--- config.mk ---
export PLATFORM = sky130hd
export DESIGN_NAME = trunc_mac
export DESIGN_NICKNAME = d
export VERILOG_FILES = /design/src/rtl/mac_pkg.sv /design/src/rtl/mac_mul_stage.sv /design/src/rtl/mac_accum.sv /design/src/rtl/trunc_mac.sv
export SDC_FILE = /design/constraint.sdc
export NUM_CORES = 1
export LEC_CHECK = 0
export ABC_AREA = 1
export BUFFER_PORTS_ARGS = -buffer_cell sky130_fd_sc_hd__buf_2
export CAP_MARGIN = 20
export CORE_ASPECT_RATIO = 0.6
export CORE_MARGIN = 2
export CORE_UTILIZATION = 35
export CTS_CLUSTER_DIAMETER = 200
export DETAILED_ROUTE_END_ITERATION = 16
export GPL_ROUTABILITY_DRIVEN = 0
export HOLD_SLACK_MARGIN = 0.05
export SYNTH_ARGS = -nofsm -noshare
export SYNTH_HDL_FRONTEND = slang
export SYNTH_SLANG_ARGS = --single-unit
--- constraint.sdc ---
create_clock -name clk -period 5.65 [get_ports clk]
set_input_delay 0.8475 -clock clk [delete_from_list [all_inputs] [get_ports clk]]
set_output_delay 0.8475 -clock clk [all_outputs]
set_load 0.02 [all_outputs]
--- src/rtl/mac_pkg.sv ---
// Package: default widths shared by the multiply-accumulate blocks.
// Assumes: the accumulator is at least as wide as one operand.
package mac_pkg;
    localparam int DEF_OP_W  = 8;
    localparam int DEF_ACC_W = 16;
endpackage

--- src/rtl/mac_mul_stage.sv ---
// Module: signed multiplier with its output register stage.
// It keeps the upper OP_W bits of the product, sign-extends them to ACC_W,
// and registers the result together with the valid and clear strobes.
// Assumes: ACC_W >= OP_W; synchronous active-low reset.
module mac_mul_stage #(
    parameter int OP_W  = mac_pkg::DEF_OP_W,
    parameter int ACC_W = mac_pkg::DEF_ACC_W
) (
    input  logic             clk,
    input  logic             rst_n,
    input  logic             vld_i,
    input  logic             clr_i,
    input  logic [OP_W-1:0]  a_i,
    input  logic [OP_W-1:0]  b_i,
    output logic [ACC_W-1:0] term_o,
    output logic             vld_o,
    output logic             clr_o
);
    localparam int PROD_W = 2 * OP_W;
    localparam int EXT_W  = ACC_W - OP_W;

    logic signed [PROD_W-1:0] prod;
    logic [ACC_W-1:0]         term_d;

    // Full-width signed product of the two operands.
    assign prod = $signed(a_i) * $signed(b_i);

    // Keep the upper half of the product and sign-extend it.
    assign term_d = {{EXT_W{prod[PROD_W-1]}}, prod[PROD_W-1 -: OP_W]};

    // Pipeline register between multiplier and accumulator.
    always_ff @(posedge clk) begin
        if (!rst_n) begin
            term_o <= '0;
            vld_o  <= 1'b0;
            clr_o  <= 1'b0;
        end else begin
            term_o <= term_d;
            vld_o  <= vld_i;
            clr_o  <= clr_i;
        end
    end

    // strobes reach the adder exactly one cycle after the inputs.
    a_r3_strobe_delay: assert property (@(posedge clk) disable iff (!rst_n)
        $past(rst_n) |-> (vld_o == $past(vld_i)) && (clr_o == $past(clr_i)));

    // the registered term is always a sign extension of its own top byte.
    a_r2_term_sext: assert property (@(posedge clk) disable iff (!rst_n)
        $past(rst_n) |-> (term_o[ACC_W-1:OP_W-1] == '0) || (term_o[ACC_W-1:OP_W-1] == '1));
endmodule

--- src/rtl/mac_accum.sv ---
// Module: two's complement accumulator with a sticky overflow flag.
// A clear starts a new sum from the incoming term, or from zero when no
// term is valid. Otherwise a valid term is added and the flag is updated.
// Assumes: term_i is already sign-extended; synchronous active-low reset.
module mac_accum #(
    parameter int ACC_W = mac_pkg::DEF_ACC_W
) (
    input  logic             clk,
    input  logic             rst_n,
    input  logic             vld_i,
    input  logic             clr_i,
    input  logic [ACC_W-1:0] term_i,
    output logic [ACC_W-1:0] acc_o,
    output logic             ovf_o
);
    localparam int MSB = ACC_W - 1;

    logic [ACC_W-1:0] sum;
    logic             ovf_now;
    logic signed [ACC_W:0] wide_sum;

    // Wrapping sum of the running total and the new term.
    assign sum = acc_o + term_i;

    // Same-sign addends whose sum changes sign indicate overflow.
    assign ovf_now = (acc_o[MSB] == term_i[MSB]) && (sum[MSB] != acc_o[MSB]);

    // One-bit-wider exact sum, used only to check the overflow detection.
    assign wide_sum = $signed({acc_o[MSB], acc_o}) + $signed({term_i[MSB], term_i});

    // Accumulator and sticky flag update.
    always_ff @(posedge clk) begin
        if (!rst_n) begin
            acc_o <= '0;
            ovf_o <= 1'b0;
        end else if (clr_i) begin
            acc_o <= vld_i ? term_i : '0;
            ovf_o <= 1'b0;
        end else if (vld_i) begin
            acc_o <= sum;
            ovf_o <= ovf_o | ovf_now;
        end
    end

    // with no strobe the state does not move.
    a_r4_hold: assert property (@(posedge clk) disable iff (!rst_n)
        (!vld_i && !clr_i) |=> $stable(acc_o) && $stable(ovf_o));

    // a clear without a term yields an empty sum.
    a_r6_clear_zero: assert property (@(posedge clk) disable iff (!rst_n)
        (clr_i && !vld_i) |=> (acc_o == '0) && !ovf_o);

    // a clear with a term yields that term and a clean flag.
    a_r5_clear_load: assert property (@(posedge clk) disable iff (!rst_n)
        (clr_i && vld_i) |=> (acc_o == $past(term_i)) && !ovf_o);

    // an out-of-range exact sum must raise the flag.
    a_r7_flag_on_wrap: assert property (@(posedge clk) disable iff (!rst_n)
        (vld_i && !clr_i && (wide_sum[ACC_W] != wide_sum[MSB])) |=> ovf_o);

    // the flag only drops through a clear.
    a_r8_sticky: assert property (@(posedge clk) disable iff (!rst_n)
        (ovf_o && !clr_i) |=> ovf_o);
endmodule

--- src/rtl/trunc_mac.sv ---
// Module: top of the truncating pipelined multiply-accumulate unit.
// It chains the multiplier stage and the accumulator. The result of an
// operand pair shows two rising edges after it is presented.
// Assumes: synchronous active-low reset; ACC_W >= OP_W.
module trunc_mac #(
    parameter int OP_W  = mac_pkg::DEF_OP_W,
    parameter int ACC_W = mac_pkg::DEF_ACC_W
) (
    input  logic             clk,
    input  logic             rst_n,
    input  logic             clr_i,
    input  logic             vld_i,
    input  logic [OP_W-1:0]  a_i,
    input  logic [OP_W-1:0]  b_i,
    output logic [ACC_W-1:0] acc_o,
    output logic             ovf_o
);
    logic [ACC_W-1:0] term_q;
    logic             vld_q;
    logic             clr_q;

    // Multiply, truncate and register.
    mac_mul_stage #(.OP_W(OP_W), .ACC_W(ACC_W)) u_mul (
        .clk(clk), .rst_n(rst_n), .vld_i(vld_i), .clr_i(clr_i),
        .a_i(a_i), .b_i(b_i),
        .term_o(term_q), .vld_o(vld_q), .clr_o(clr_q)
    );

    // Accumulate registered terms.
    mac_accum #(.ACC_W(ACC_W)) u_acc (
        .clk(clk), .rst_n(rst_n), .vld_i(vld_q), .clr_i(clr_q),
        .term_i(term_q), .acc_o(acc_o), .ovf_o(ovf_o)
    );

    // reset empties the sum and lowers the flag.
    a_r1_reset: assert property (@(posedge clk)
        !rst_n |=> (acc_o == '0) && !ovf_o);
endmodule

==> out/results.txt <==
CTS H-tree lvls: 1
Crit Path Category: in -> reg
Clock skew: 0.00489 ns
Yosys reg bits: 27
Die footprint: 13,900 sq um
Most area-hungry cell type in the Yosys netlist: fa_1
DP HPWL: 8720 um
Iteration-0 DRC Markers: 291
Mapped Area: 4530 sq um
Worst VDD drop: 245 uV
Finish-stage setup viols: 0
Total GRT Usage: 0.161
Total power: 0.00170 W
RR Startpoint: u_mul.term_o[7]$_SDFF_PN0_
Hold Path Origin: u_acc.ovf_o$_SDFFE_PP0P_
Post-Place Setup Slack: 0.775 ns
Mapped Cells: 671
Die Span X: 151 um
# nets final: 814
# DRC: 0
Final worst path period share: 0.809
Ports: 37
Hold-fix buffers, CTS: 0
Reg-to-Reg End: u_acc.acc_o[13]$_SDFFE_PN0P_
Dpl cell area: 4860 sq um
Design Area, Final: 4950 sq um
Number of max-cap violations: 0
Initial antenna violation count: 0
Most numerous cell in the Yosys netlist: nand2_1
Ranking of synthesized cells by area: fa_1 (24%), nand2_1 (15%), inv_1 (15%)
DR vias/cell: 4.49
Row cnt: 32
Ant diodes: 0
Worst setup margin: 1.08 ns
R2R setup slack: 3.61 ns
I/O Buffers: 36
Worst Hold Depth: 2
Worst EP required: 5.78 ns
Commonest cells post-synth: nand2_1 (187), inv_1 (182), fa_1 (54)
Setup TNS: 0 ns
Initial core utilization: 0.356
Largest net degree at the start of global routing: 18
CTS tree: done
Post-Layout Cell Count: 867
Tmin final: 4.57 ns
CP arrival: 4.70 ns
First-pass GRT wire length: 18,000 um
Skew-Pair Late Insertion Delay: 0.27 ns
Clock sinks: 27
Worst r2r path cells: 10
Detailed-route wire length: 10,400 um
Worst setup SP type: primary input
Tightest Pin Transition: 0.711 ns
Placed Instances: 863
Max_slew headroom: 0.526
Mean Syn Cell Area: 6.75 sq um
FMAX: 219 MHz
Mapped Nets: 787
Post-CTS Resized: 0
Yosys cell types: 34
Post-synth ARST share: 0
RSZ-0062 raised after global routing: false
Layout cells sized above 1: 0.109
Crit path max fanout: 8
Pins Over Slew Limit: 0
CTS buffer count: 3
DR pass1 iterations: 5
Worst-path clk slew: 0.07 ns
Root Driver: clkbuf_16
Area Overhead vs Synth: 9.19%
Core Footprint: 12,700 sq um
Power Density: 344 nW/um^2
Leakage: 2.97 nW
Avg WL per Cell: 12.0 um
Number of synthesized flops with an enable pin: 0
Hold endpoint: u_acc.ovf_o$_SDFFE_PP0P_
Yosys top cell area share: 0.239
Status: complete, no violations
Height of the die: 92.1 um
Seq/Total Area, Yosys: 0.119
Final Hold Violating Endpoints: 0
Routed via count: 3,896
Total grt overflow: 0
Worst Hold Class: reg -> reg
DRT antenna net count: 0
Number of global-route vias before repair: 3,604
Synth Warn #: 0
Synth Flop Type: dfxtp_1
Crit path capture type: flop
Post-CTS Setup Inserts: 0
Max Root-Sink Buffers: 2
## area by class of cell
type,count,area [sq um]
Clock buffer,3,75.1
Clock inverter,1,8.76
Inverter,186,698
Multi-Input combinational cell,443,3230
Tap cell,170,213
Fill cell,1368,7780
Sequential cell,27,541
Timing Repair Buffer,37,188
## stage by stage
step                      hold WS (ns)  utilization
after floorplan                  0.468            -
after global routing             0.481        0.389
final                            0.458        0.389
after detailed placement         0.444        0.382
after CTS                        0.462        0.389
after global placement           0.457        0.382
## where the power goes
part	internal, W	switching (W)	leakage [nW]	total (W)
registers	0.000234	0.0000420	0.222	0.000276
logic	0.000463	0.000787	2.71	0.00125
clock network	0.0000984	0.0000788	0.0415	0.000177
## critical path, cell delays in order
cell     delay (ns)
buf_2          0.16
nand2_1        0.17
inv_1          0.08
fa_1           0.59
inv_1          0.14
fa_1           0.50
inv_1          0.05
fa_1           0.52
inv_1          0.05
fa_1           0.52
inv_1          0.04
ha_1           0.35
nand2_1        0.09
nand2_1        0.05
inv_1          0.09
o21ai_0        0.08
a21oi_1        0.17
nand2_1        0.08
nand2_1        0.06
a21oi_1        0.05
## metal layers
layer,vias up,global-route usage,part of all wire
li1,2039,-,-
met1,1764,0.280,0.58
met2,89,0.206,0.35
met3,4,0.0254,0.068
met4,0,0.0117,0.0043
met5,-,0,0
## worst max-delay path by stage
stage | startpoint | to
CTS | a_i[7] | u_mul.term_o[7]$_SDFF_PN0_
global route | a_i[7] | u_mul.term_o[7]$_SDFF_PN0_
floorplan | a_i[7] | u_mul.term_o[6]$_SDFF_PN0_
global placement | a_i[7] | u_mul.term_o[6]$_SDFF_PN0_
finish | b_i[2] | u_mul.term_o[6]$_SDFF_PN0_
detailed placement | a_i[7] | u_mul.term_o[7]$_SDFF_PN0_
## state kept, by name, indices dropped and copies added (netlist names)
register and count:
u_acc.acc_o 16, u_mul.term_o 8, u_mul.clr_o 1, u_mul.vld_o 1, u_acc.ovf_o 1
## kinds of logic after synthesis
| group | synth area share |
|---|---|
| buffers and inverters | 0.169 |
| AO/OA/AOI/OAI | 0.0848 |
| XOR/XNOR | 0.0116 |
| AND/OR/NAND/NOR | 0.261 |
| adder cells (fa/ha/maj) | 0.355 |
| flip-flops | 0.119 |
## cell usage in the layout, fill, tap and decap left out, types with 4 or more instances in the layout
cell     count
nand2_1    187
inv_1      182
fa_1        54
ha_1        42
buf_2       36
nor2_1      34
a21oi_1     31
dfxtp_1     27
nand3_1     23
o21ai_0     15
nand3_2      9
nand2_2      7
a21oi_2      6
a31oi_1      6
inv_2        4
xnor2_1      4
Note: power is estimated with default switching activity, not from simulation.
